File: config.mk
export PLATFORM = sky130hd
export DESIGN_NAME = pmon_bank
export DESIGN_NICKNAME = d
export VERILOG_FILES = /design/src/rtl/pmon_pkg.sv /design/src/rtl/pmon_rd_fsm.sv /design/src/rtl/pmon_counter.sv /design/src/rtl/pmon_hold.sv /design/src/rtl/pmon_bank.sv
export SDC_FILE = /design/constraint.sdc
export NUM_CORES = 1
export LEC_CHECK = 0
export BUFFER_PORTS_ARGS = -buffer_cell sky130_fd_sc_hd__buf_2
export CAP_MARGIN = 20
export CORE_MARGIN = 10
export CORE_UTILIZATION = 56
export DETAILED_ROUTE_END_ITERATION = 8
export GPL_TIMING_DRIVEN = 0
export PLACE_DENSITY_LB_ADDON = 0.25
export SLEW_MARGIN = 30
export SYNTH_ARGS = -nofsm -noshare
export SYNTH_HDL_FRONTEND = slang
export SYNTH_SLANG_ARGS = --single-unit
File: constraint.sdc
create_clock -name clk -period 1.9 [get_ports clk]
set_input_delay 0.19 -clock clk [delete_from_list [all_inputs] [get_ports clk]]
set_output_delay 0.19 -clock clk [all_outputs]
set_load 0.05 [all_outputs]
File: src/rtl/pmon_pkg.sv
package pmon_pkg;

    typedef enum logic [1:0] {
        FM_DS3_M13  = 2'b00,
        FM_DS3_CBIT = 2'b01,
        FM_E3_A     = 2'b10,
        FM_E3_B     = 2'b11
    } frame_mode_e;

    typedef enum logic {
        RD_IDLE = 1'b0,
        RD_BUSY = 1'b1
    } rd_state_e;

endpackage

File: src/rtl/pmon_rd_fsm.sv
module pmon_rd_fsm
    import pmon_pkg::*;
#(
    parameter int                 NUM_CNT   = 4,
    parameter int                 ADDR_W    = 8,
    parameter logic [ADDR_W-1:0]  BASE_ADDR = 8'h58,
    parameter logic [ADDR_W-1:0]  HOLD_ADDR = 8'h6C
) (
    input  logic               clk,
    input  logic               rst_n,
    input  logic               rd_stb,
    input  logic [ADDR_W-1:0]  rd_addr,
    output logic               fire,
    output logic [NUM_CNT-1:0] cnt_sel,
    output logic               sel_hi,
    output logic               hold_sel,
    output logic               unmapped
);

    localparam logic [ADDR_W-1:0] WIN_SPAN = ADDR_W'(2 * NUM_CNT);

    rd_state_e state, state_nx;

    // state register
    always_ff @(posedge clk or negedge rst_n) begin
        if (!rst_n) begin
            state <= RD_IDLE;
        end else begin
            state <= state_nx;
        end
    end

    // transitions: START (idle, strobe high), RELEASE (busy, strobe low)
    always_comb begin
        state_nx = state;
        unique case (state)
            RD_IDLE: if (rd_stb)  state_nx = RD_BUSY;
            RD_BUSY: if (!rd_stb) state_nx = RD_IDLE;
            default:              state_nx = RD_IDLE;
        endcase
    end

    // outputs: one access per strobe rise
    always_comb begin
        fire = 1'b0;
        unique case (state)
            RD_IDLE: fire = rd_stb;
            RD_BUSY: fire = 1'b0;
            default: fire = 1'b0;
        endcase
    end

    logic [ADDR_W-1:0] offset;
    logic              in_win;
    logic              hold_hit;

    assign offset   = rd_addr - BASE_ADDR;
    assign in_win   = (rd_addr >= BASE_ADDR) && (offset < WIN_SPAN);
    assign hold_hit = (rd_addr == HOLD_ADDR);
    assign sel_hi   = ~offset[0];
    assign hold_sel = fire && hold_hit;
    assign unmapped = fire && !in_win && !hold_hit;

    for (genvar i = 0; i < NUM_CNT; i++) begin : g_sel
        assign cnt_sel[i] = fire && in_win && ((offset >> 1) == ADDR_W'(i));
    end

endmodule

File: src/rtl/pmon_counter.sv
module pmon_counter #(
    parameter int CNT_W = 16
) (
    input  logic             clk,
    input  logic             rst_n,
    input  logic             en,
    input  logic             inc,
    input  logic             clr,
    output logic [CNT_W-1:0] cnt
);

    localparam logic [CNT_W-1:0] CNT_MAX = {CNT_W{1'b1}};
    localparam logic [CNT_W-1:0] CNT_ONE = CNT_W'(1);

    always_ff @(posedge clk or negedge rst_n) begin
        if (!rst_n) begin
            cnt <= '0;
        end else if (!en) begin
            cnt <= '0;
        end else if (clr) begin
            cnt <= inc ? CNT_ONE : '0;
        end else if (inc && (cnt != CNT_MAX)) begin
            cnt <= cnt + CNT_ONE;
        end
    end

endmodule

File: src/rtl/pmon_hold.sv
module pmon_hold #(
    parameter int DATA_W = 8
) (
    input  logic              clk,
    input  logic              rst_n,
    input  logic              load,
    input  logic [DATA_W-1:0] load_val,
    input  logic              clr,
    output logic [DATA_W-1:0] hold
);

    always_ff @(posedge clk or negedge rst_n) begin
        if (!rst_n) begin
            hold <= '0;
        end else if (load) begin
            hold <= load_val;
        end else if (clr) begin
            hold <= '0;
        end
    end

endmodule

File: src/rtl/pmon_bank.sv
module pmon_bank
    import pmon_pkg::*;
#(
    parameter int                 NUM_CNT   = 4,
    parameter int                 DATA_W    = 8,
    parameter int                 ADDR_W    = 8,
    parameter logic [ADDR_W-1:0]  BASE_ADDR = 8'h58,
    parameter logic [ADDR_W-1:0]  HOLD_ADDR = 8'h6C,
    parameter logic [NUM_CNT-1:0] CBIT_MASK = NUM_CNT'(1)
) (
    input  logic               clk,
    input  logic               rst_n,
    input  logic [1:0]         frame_mode,
    input  logic [NUM_CNT-1:0] err_pulse,
    input  logic               rd_stb,
    input  logic [ADDR_W-1:0]  rd_addr,
    output logic [DATA_W-1:0]  rd_data
);

    localparam int CNT_W = 2 * DATA_W;

    logic                            fire;
    logic [NUM_CNT-1:0]              cnt_sel;
    logic                            sel_hi;
    logic                            hold_sel;
    logic                            unmapped;
    logic [NUM_CNT-1:0]              cnt_en;
    logic [NUM_CNT-1:0][CNT_W-1:0]   cnt_arr;
    logic [DATA_W-1:0]               hold_val;
    logic [DATA_W-1:0]               cap_byte;
    logic [DATA_W-1:0]               other_byte;
    logic                            cnt_hit;
    logic                            cbit_mode;
    logic [DATA_W-1:0]               rd_data_q;

    assign cbit_mode = (frame_mode == FM_DS3_CBIT);

    pmon_rd_fsm #(
        .NUM_CNT   (NUM_CNT),
        .ADDR_W    (ADDR_W),
        .BASE_ADDR (BASE_ADDR),
        .HOLD_ADDR (HOLD_ADDR)
    ) u_fsm (
        .clk      (clk),
        .rst_n    (rst_n),
        .rd_stb   (rd_stb),
        .rd_addr  (rd_addr),
        .fire     (fire),
        .cnt_sel  (cnt_sel),
        .sel_hi   (sel_hi),
        .hold_sel (hold_sel),
        .unmapped (unmapped)
    );

    for (genvar i = 0; i < NUM_CNT; i++) begin : g_cnt
        if (CBIT_MASK[i]) begin : g_gated
            assign cnt_en[i] = cbit_mode;
        end else begin : g_free
            assign cnt_en[i] = 1'b1;
        end

        pmon_counter #(
            .CNT_W (CNT_W)
        ) u_cnt (
            .clk   (clk),
            .rst_n (rst_n),
            .en    (cnt_en[i]),
            .inc   (err_pulse[i]),
            .clr   (cnt_sel[i]),
            .cnt   (cnt_arr[i])
        );
    end

    always_comb begin
        cap_byte   = '0;
        other_byte = '0;
        for (int i = 0; i < NUM_CNT; i++) begin
            if (cnt_sel[i]) begin
                cap_byte   = sel_hi ? cnt_arr[i][CNT_W-1:DATA_W] : cnt_arr[i][DATA_W-1:0];
                other_byte = sel_hi ? cnt_arr[i][DATA_W-1:0]     : cnt_arr[i][CNT_W-1:DATA_W];
            end
        end
    end

    assign cnt_hit = |cnt_sel;

    pmon_hold #(
        .DATA_W (DATA_W)
    ) u_hold (
        .clk      (clk),
        .rst_n    (rst_n),
        .load     (cnt_hit),
        .load_val (other_byte),
        .clr      (hold_sel),
        .hold     (hold_val)
    );

    always_ff @(posedge clk or negedge rst_n) begin
        if (!rst_n) begin
            rd_data_q <= '0;
        end else if (fire) begin
            if (cnt_hit) begin
                rd_data_q <= cap_byte;
            end else if (hold_sel) begin
                rd_data_q <= hold_val;
            end else begin
                rd_data_q <= '0;
            end
        end
    end

    assign rd_data = rd_data_q;

endmodule

==> impl_metrics.tcl, run 1 <==
set metrics [dict create \
    status "finished, violations left" \
    failed_checks "negative setup slack" \
    rsz0062_at_grt "true" \
    fin_ws_ns -0.02486 \
    met1_usage 0.2618 \
    ys.warnings.count 0 \
    setup.worst_path.class "flop to flop" \
    slew_headroom 0.5294 \
    avgSynthCellArea_um2 9.221 \
    postRouteAntennaNets 0 \
    grt-ovfl-total 0 \
    die_h_um 117.0 \
    worst_pin_slew_ns 0.7059 \
    io_buffer_count 23 \
    power_per_cell_area_nw_per_um2 740.2 \
    holdWs_ns 0.1426 \
    ys_seq_area_frac 0.3850 \
    vias 4713 \
    crit_family "compound AO/OA/AOI/OAI gates" \
    antenna_found_initial 0 \
    grtUsageTotal 0.2095 \
    htreeDepth 3 \
    total_power_w 0.004561 \
    setup-violations-final 3 \
    die_w_um 117.0 \
    grt_pass1_wl_um 22670 \
    fmax_mhz 519.5 \
    dpl.hpwl_um 9829 \
    synthArstFlopShare 1.000 \
    dominantRegCellSynth "dfrtp_1" \
    worstSetupStartpointType "flop" \
    wirelength_um 14010 \
    synth_fa_ha_area_frac 0.01426 \
    syn_nets 594 \
    clkSinkCount 81 \
    synth_edf_count 0 \
    grt_pass1_vias 4468 \
    ioPinCount 25 \
    grt_max_degree 44 \
    hold_viol 0 \
    post-route-drc-count 0 \
    synth_xor_area_frac 0.06987 \
    synth_top_area_share 0.3850 \
    start_util 0.5725 \
    use_met3 0.04587 \
    min_path_type "primary input to flop" \
    post_drt_wl_per_cell_um 18.66 \
    fin_nets 658 \
    slowest_stage "a2111o_1" \
    clk_pin_slew_ns 0.08 \
    busiest_layer "met2" \
    synth_compound_gate_area_share 0.1663 \
    core-area_um2 9196 \
    drt-vias-per-instance 6.276 \
    cts_tree "yes" \
    synth_top_cell_by_area "dfrtp_1" \
    synth_top_family_by_area "simple AND/OR/NAND/NOR gates" \
    ir_drop_uv 442.6 \
    synthDistinctLibCells 59 \
    critical_path.max_fanout 8 \
    met2_usage 0.3495 \
    fin_crit_ns 1.925 \
    startpoint "u_fsm.state" \
    fin_crit_sh 1.013 \
    drv_slew 0 \
    drt_iter0_markers 458 \
    crit-reg2reg-launch "u_fsm.state" \
    ys_ff_latch 81 \
    hold_end "g_cnt[2].u_cnt.cnt[0]" \
    netlist_instances 571 \
    ff2ff_path_depth 6 \
    crit_arrival_ns 2.23 \
    end_kind "flop" \
    gp_congestion 0.9567 \
    post_route_cells_drive_above_1_share 0.2344 \
    reg2reg_slack_ns -0.02 \
    required_ns 2.21 \
    worstSkewPairLatency_ns 0.38 \
    crit_chain "nand2b_4 > a2111o_1 > or3_1 > buf_6 > o211ai_2 > a21o_1" \
    die-area_um2 13680 \
    cts_buffer_depth 2 \
    synth_area_leaders "dfrtp_1 (38%), mux2i_1 (6.1%), nor2_1 (5.2%), xor2_1 (4.8%), nand2_1 (3.9%)" \
    diodes 0 \
    syn_area_um2 5265 \
    synthToLayoutAreaGrowth_pct 17.04 \
    crit_path_max_incr_delay_ns 0.41 \
    cts_buffers 9 \
    synthMuxAreaShare 0.1143 \
    rows 35 \
    whs_path_depth 3 \
    clock_skew_ns 0.01299 \
    cp_num_buf_inv 1 \
    dr.pass1.iters 5 \
    cts_root_buf "clkbuf_8" \
    hold_path.startpoint "err_pulse[2]" \
    r2r-end "rd_data[2]" \
    power.leakage_nw 2.637 \
    synthSimpleGateAreaFrac 0.2222 \
    max-cap-violations 0 \
]
timing repair:
item                       in CTS  in global routing
pin swaps                      11                  9
buffers inserted               15                 14
hold endpoints to repair       39                  0
setup endpoints to repair      76                 67
hold buffers                    2                  0
gates resized for setup        28                 36
sequential cells by signal, indices dropped and copies added, names as in the netlist:
name,count
rd_data,8
u_fsm.state,1
u_hold.hold,8
g_cnt.u_cnt.cnt,64
worst register-to-register path, cell delays in order, from the launching register on:
cell and delay, ns:
dfrtp_1 0.38, nand2b_4 0.16, a2111o_1 0.41, or3_1 0.40, buf_6 0.16, o211ai_2 0.19, a21o_1 0.15
metal layers:
| metal | wire length, µm | vias to the layer above |
|---|---|---|
| met5 | 0 | - |
| met4 | 322 | 0 |
| met3 | 734 | 35 |
| met2 | 6940 | 156 |
| met1 | 6017 | 2300 |
| li1 | - | 2222 |
worst max-delay path by stage:
stage | depth (start not counted) | slack (ns) | end
6_report | 6 | -0.02 | rd_data[2]
5_1_grt | 6 | -0.08 | rd_data[6]
4_1_cts | 6 | -0.07 | rd_data[2]
3_5_place_dp | 8 | -0.58 | g_cnt[3].u_cnt.cnt[6]
3_3_place_gp | 8 | -0.51 | g_cnt[3].u_cnt.cnt[8]
2_1_floorplan | 6 | -0.04 | g_cnt[3].u_cnt.cnt[0]
report_power, final:
part	total [W]	switching [W]	internal [W]	leakage (nW)
Sequential	0.00226	0.000315	0.00194	1.07
Combinational	0.00113	0.000585	0.000541	1.48
Clock	0.00118	0.000632	0.000546	0.0867
Total	0.00456	0.00153	0.00303	2.64
cells in the final DEF, fill, tap and decap left out, types with 3 or more instances in the layout:
master and instances:
nor4_1 6, clkbuf_1 8, dfrtp_1 67, a21o_1 7, a211oi_1 3, nand2b_1 5
buf_4 31, xor2_1 29, and4_1 5, mux2i_1 32, o211ai_1 15, o211ai_2 5
nand3_1 13, mux4_2 5, buf_6 6, o221ai_1 3, inv_1 7, o21ai_0 25
mux2_2 15, nor2_1 70, o2111ai_1 6, xnor2_1 13, buf_2 28, and3_1 14
and2_1 3, a22oi_1 3, nand2_1 54, or3_1 10, clkbuf_8 11, ha_1 4
dfrtp_2 14, o21ai_1 16, nand4_1 10, nor3_1 12, a21oi_1 23
metrics by stage:
step,cell area (µm²),worst slack [ns],std cells,TNS (ns),util
final,6162,-0.02486,751,-0.04167,0.6701
after detailed placement,5559,-0.5802,706,-26.02,0.6045
after CTS,5924,-0.07067,738,-0.2797,0.6442
after global routing,6162,-0.07679,751,-0.6234,0.6701
after global placement,5533,-0.5145,705,-23.01,0.6016
after floorplan,5279,-0.03818,571,-0.1785,-
Yosys cell counts (all sizes together) (2+ instances only):
| cell | count |
|---|---|
| dfrtp | 81 |
| nor2 | 74 |
| nand2 | 55 |
| o21ai | 43 |
| mux2i | 32 |
| xor2 | 29 |
| a21oi | 23 |
| o211ai | 22 |
| buf | 16 |
| and3 | 15 |
| mux2 | 15 |
| nand3 | 15 |
| nor3 | 14 |
| xnor2 | 13 |
| nand4 | 11 |
| or3 | 11 |
| nor4 | 10 |
| clkbuf | 8 |
| a21o | 7 |
| inv | 7 |
| o2111ai | 7 |
| ha | 6 |
| nand2b | 6 |
| and4 | 5 |
| mux4 | 5 |
| o221ai | 4 |
| a211oi | 3 |
| a22oi | 3 |
| and2 | 3 |
| a21boi | 2 |
| a22o | 2 |
| a2bb2oi | 2 |
| nand3b | 2 |
| nor3b | 2 |
| nor4b | 2 |
| o21bai | 2 |
cell type report:
class / instances / area (µm²)
multi-input cells: 459 / 3258
fillers: 727 / 3034
flip-flops and latches: 81 / 2044
repair buffers: 55 / 386.6
clock buffers: 14 / 162.7
well taps: 111 / 138.9
plain buffers: 22 / 132.6
inverters: 7 / 26.28
clock inverters: 2 / 12.51
kinds of logic after synthesis:
family                   after synthesis
XOR/XNOR                              42
AO/OA/AOI/OAI                        130
flip-flops                            81
adder cells (fa/ha/maj)                6
buffers and inverters                 31
AND/OR/NAND/NOR                      229
multiplexers                          52
Note: power is estimated with default switching activity, not from simulation.
==> run 2: changes to the inputs <==
- CORE_UTILIZATION: 56 -> 45
- SYNTH_HIERARCHICAL: default -> 1
==> run 2 against run 1 <==
Net effect: the run still ends with negative setup slack left; non-clock buffer count up 40; clock power up 66%; combinational power down 57%; sequential power down 20%; worst hold slack better by 0.038 ns; critical path type is now primary input to flop; largest power group is now the clock network; sequential share of layout area down 5.3 points; power down 6.9%; wire length up 25%; count of clock-buffer cells in the layout down 2; flip-flop and latch count unchanged; final area up 20%; die area up 25%.
==> impl_metrics.tcl, run 2 <==
set metrics [dict create \
    critical_path.max_fanout 5 \
    top_register "g_cnt.u_cnt/cnt" \
    rows 40 \
    drt-vias-per-instance 6.613 \
    whs_path_depth 3 \
    crit-reg2reg-launch "u_fsm/state" \
    drt_iter0_markers 616 \
    end_kind "flop" \
    required_ns 2.18 \
    vias 5588 \
    dr.pass1.iters 6 \
    r2r-end "u_hold/hold[6]" \
    grt_max_degree 43 \
    power.leakage_nw 2.950 \
    max-cap-violations 0 \
    antenna_found_initial 0 \
    fin_crit_sh 1.132 \
    status "finished, violations left" \
    post_route_cells_drive_above_1_share 0.3782 \
    cts_buffers 9 \
    ir_drop_uv 372.5 \
    clk_pin_slew_ns 0.06 \
    die-area_um2 17110 \
    setup.worst_path.class "primary input to flop" \
    fin_nets 716 \
    power_per_cell_area_nw_per_um2 575.8 \
    cts_root_buf "clkbuf_16" \
    fin_ws_ns -0.2506 \
    worstSkewPairLatency_ns 0.34 \
    gp_congestion 0.9404 \
    ioPinCount 25 \
    core-area_um2 12010 \
    syn_area_um2 5524 \
    wirelength_um 17530 \
    setup-violations-final 19 \
    fin_util 0.6136 \
    hold_viol 0 \
    cts_buffer_depth 2 \
    htreeDepth 3 \
    grt_pass1_wl_um 26990 \
    min_path_type "primary input to flop" \
    place_ws_ns -0.8320 \
    largest_register_ff_count 64 \
    avgSynthCellArea_um2 9.443 \
    fin_cells 845 \
    ys.warnings.count 6 \
    worst_pin_slew_ns 0.5191 \
    synthToLayoutAreaGrowth_pct 33.43 \
    crit_arrival_ns 2.43 \
    dpl.hpwl_um 11370 \
    die_h_um 130.8 \
    layout_common_cells "buf_4 (59), dfrtp_1 (56), a21oi_1 (44), nand2_1 (42), mux2i_1 (30)" \
    hold_end "g_cnt[2].u_cnt/cnt[1]" \
    post-route-drc-count 0 \
    clkSinkCount 81 \
    drv_slew 0 \
    slew_headroom 0.6511 \
    grtUsageTotal 0.1961 \
    cts_tree "yes" \
    netlist_instances 585 \
    clock_skew_ns 0.004359 \
    diodes 0 \
    failed_checks "negative setup slack" \
    dp.cells 768 \
    postRouteAntennaNets 0 \
    grt-ovfl-total 0 \
    total_power_w 0.004244 \
    rsz0062_at_grt "true" \
    worstSetupStartpointType "primary input" \
    die_w_um 130.8 \
    fillers 982 \
    grt_pass1_vias 5135 \
    fin_crit_ns 2.151 \
    start_util 0.4599 \
    hold_path.startpoint "err_pulse[2]" \
    io_buffer_count 24 \
    reg2reg_slack_ns -0.21 \
    post_drt_wl_per_cell_um 20.75 \
    ff2ff_path_depth 8 \
    final_common_cell "buf_4" \
    fmax_mhz 465.0 \
]
-- run 2: worst max path at each step --
stage               startpoint              to  slack [ns]  depth (start not counted)
floorplan           rd_addr[3]      rd_data[0]       -0.36                          7
global placement    rd_addr[3]      rd_data[1]       -0.77                          9
detailed placement  rd_addr[3]  u_hold/hold[6]       -0.83                          9
CTS                 rd_addr[4]  u_hold/hold[6]       -0.24                          9
global route        rd_addr[3]      rd_data[4]       -0.29                          9
finish              rd_addr[3]  u_hold/hold[6]       -0.25                          9
-- run 2: power breakdown --
group          total, W  switching (W)  internal [W]
Sequential      0.00180      0.0000377       0.00176
Combinational  0.000488       0.000303      0.000185
Clock           0.00196       0.000732       0.00122
-- run 2: cell type report --
type / count / area [µm²] / area share
repair buffers: 91 / 711.9 / 0.09659
multi-input cells: 472 / 3817 / 0.5179
well taps: 147 / 183.9 / 0.02495
plain buffers: 26 / 222.7 / 0.03022
flip-flops and latches: 81 / 2058 / 0.2792
clock inverters: 4 / 75.07 / 0.01019
clock buffers: 12 / 256.5 / 0.03480
inverters: 12 / 45.04 / 0.006111
-- run 2: critical path, stage by stage --
cell and delay (ns):
buf_6 0.11, ha_2 0.19, or4b_4 0.62, a211oi_4 0.32, buf_4 0.17, nand3b_1 0.08
a221o_1 0.38, a22oi_1 0.21, a22o_1 0.17
-- run 2: timing repair --
item                                    in CTS  in global routing
gates resized for setup                     81                 55
endpoints found under the setup margin      79                 69
pin swaps                                   37                 21
endpoints found under the hold margin       40                  0
setup buffers                               26                 36
hold buffers                                 2                  0
gates cloned                                 3                  1
-- run 2: layer usage --
metal / GRT usage / wire length [µm] / vias to the layer above
met1: 0.2665 / 7700 / 2750
met2: 0.3051 / 8321 / 236
met5: 0 / 0 / -
li1: - / - / 2561
met4: 0.07914 / 412 / 0
met3: 0.03102 / 1098 / 41
-- run 2: stage by stage --
stage	hold WS, ns	instance area (µm²)	TNS (ns)
floorplan	-0.1056	5684	-5.749
global placement	0.3126	5988	-36.34
detailed placement	0.1268	6015	-36.25
CTS	0.1559	6873	-3.194
global route	0.2002	7371	-4.327
finish	0.1803	7371	-2.992
==> run 3: changes to the inputs <==
- CORE_MARGIN: 10 -> default
==> run 3 against run 2 <==
Net effect: highest routed layer unchanged; final cell count fell by 1.1%; critical path depth down 2; worst hold slack improved by 0.0029 ns; worst setup slack better by 0.0065 ns; register-to-register slack hardly changed; largest power group is now sequential cells; die area shrank 26%; clock skew increased by 0.0037 ns; first-iteration DRC count down 22%; the flow still finishes with violations (negative setup slack); wire length is 4.4% lower; count of clock-buffer cells in the layout up 1; fmax increased by 0.30%.
==> impl_metrics.tcl, run 3 (synthesis results as in run 2) <==
set metrics [dict create \
    hold_viol 0 \
    die_h_um 112.8 \
    synthToLayoutAreaGrowth_pct 32.12 \
    cts_buffer_depth 2 \
    dr.pass1.iters 5 \
    ir_drop_uv 324.2 \
    antenna_found_initial 0 \
    fin_area_um2 7298 \
    dp.cells 768 \
    placed_area_um2 6022 \
    drt_iter0_markers 480 \
    max-cap-violations 0 \
    postRouteAntennaNets 0 \
    post-route-drc-count 0 \
    cts_buffers 9 \
    dpl.hpwl_um 11100 \
    cts_root_buf "clkbuf_16" \
    power_per_cell_area_nw_per_um2 539.3 \
    clk_pin_slew_ns 0.06 \
    tns_ns -3.433 \
    post_drt_wl_per_cell_um 20.05 \
    final_common_cell "dfrtp_1" \
    fin_crit_sh 1.128 \
    vias 5588 \
    top_register "g_cnt.u_cnt/cnt" \
    grt_pass1_wl_um 26120 \
    status "finished, violations left" \
    critical_path.max_fanout 8 \
    worstSkewPairLatency_ns 0.35 \
    diodes 0 \
    grt_pass1_vias 5062 \
    start_util 0.4599 \
    fin_ws_ns -0.2441 \
    die_w_um 112.8 \
    drv_slew 0 \
    fmax_mhz 466.4 \
    place_ws_ns -0.8521 \
    end_kind "flop" \
    cts_tree "yes" \
    die-area_um2 12720 \
    drt-vias-per-instance 6.684 \
    largest_register_ff_count 64 \
    clkSinkCount 81 \
    crit_arrival_ns 2.43 \
    grtUsageTotal 0.2614 \
    required_ns 2.18 \
    slew_headroom 0.6644 \
    fin_nets 710 \
    rows 40 \
    clock_skew_ns 0.008109 \
    ioPinCount 25 \
    layout_common_cells "dfrtp_1 (63), buf_4 (52), a21oi_1 (48), nand2_1 (42)" \
    failed_checks "negative setup slack" \
    power.leakage_nw 2.880 \
    core-area_um2 12010 \
    grt_max_degree 45 \
    grt-ovfl-total 0 \
    worstSetupStartpointType "primary input" \
    worst_pin_slew_ns 0.5007 \
    io_buffer_count 24 \
    gp_congestion 0.9225 \
    fin_util 0.6076 \
    wirelength_um 16760 \
    rsz0062_at_grt "true" \
    fin_crit_ns 2.144 \
    post_route_cells_drive_above_1_share 0.3643 \
    setup-violations-final 20 \
    setup.worst_path.class "primary input to flop" \
    min_path_type "primary input to flop" \
    fin_cells 836 \
    htreeDepth 3 \
]
==> run 3: cell types whose count changed in the layout (fill, tap and decap cells not counted), moves of 3 or more <==
| cell | delta |
|---|---|
| buf_4 | -7 |
| nor3_2 | +3 |
| dfrtp_1 | +7 |
| a21oi_2 | -4 |
| nor3_4 | -3 |
| o221ai_2 | +8 |
| dfrtp_2 | -7 |
| o221ai_1 | -6 |
| buf_6 | +4 |
| a21oi_1 | +4 |
==> run 3: layer usage <==
layer	wire length (µm)	track usage	share of wire
met1	7322	0.3646	0.44
met2	7906	0.4078	0.47
met3	1038	0.03856	0.062
met4	494	0.1084	0.029
met5	0	0	0
==> run 3: final cells by class <==
type | instances | area, µm²
repair buffers | 86 | 683.2
flip-flops and latches | 81 | 2049
plain buffers | 26 | 227.7
multi-input cells | 471 | 3839
well taps | 147 | 183.9
inverters | 12 | 45.04
fillers | 967 | 4713
clock buffers | 13 | 270.3
==> run 3: what timing repair did <==
action,in CTS,in global routing
setup buffers,25,34
setup endpoints to repair,79,75
pin swaps,30,38
hold endpoints to repair,38,0
cloned,1,2
hold buffers,2,0
gates resized for setup,64,75
==> run 3: worst paths after layout <==
check / from / endpoint / slack [ns] / depth (start not counted)
max: rd_addr[4] / rd_data[6] / -0.24 / 7
min: err_pulse[0] / g_cnt[0].u_cnt/cnt[1] / 0.18 / 3
max reg2reg: u_fsm/state / rd_data[4] / -0.20 / 8
min reg2reg: u_hold/hold[6] / u_hold/hold[6] / 0.49 / 1
max in group asynchronous: rst_n / g_cnt[1].u_cnt/cnt[3] / 1.02 / 3
min in group asynchronous: rst_n / g_cnt[3].u_cnt/cnt[10] / 0.32 / 2
==> run 3: critical path, stage by stage <==
cell      delay (ns)
buf_8           0.11
ha_4            0.24
or4b_4          0.56
a211oi_4        0.36
or4b_4          0.60
o221ai_2        0.19
o32a_1          0.17
==> run 3: through the flow <==
stage          power (W)  hold WS (ns)
2_1_floorplan   0.002074       -0.1056
3_3_place_gp    0.002214        0.3126
3_5_place_dp    0.002231        0.1191
4_1_cts         0.003913        0.1541
5_1_grt         0.004067        0.2091
6_report        0.003936        0.1832
==> run 3: power by group <==
part	total, W	switching [W]	internal (W)
clock network	0.00165	0.000675	0.000971
logic	0.000488	0.000303	0.000185
registers	0.00180	0.0000391	0.00176
total	0.00394	0.00102	0.00292
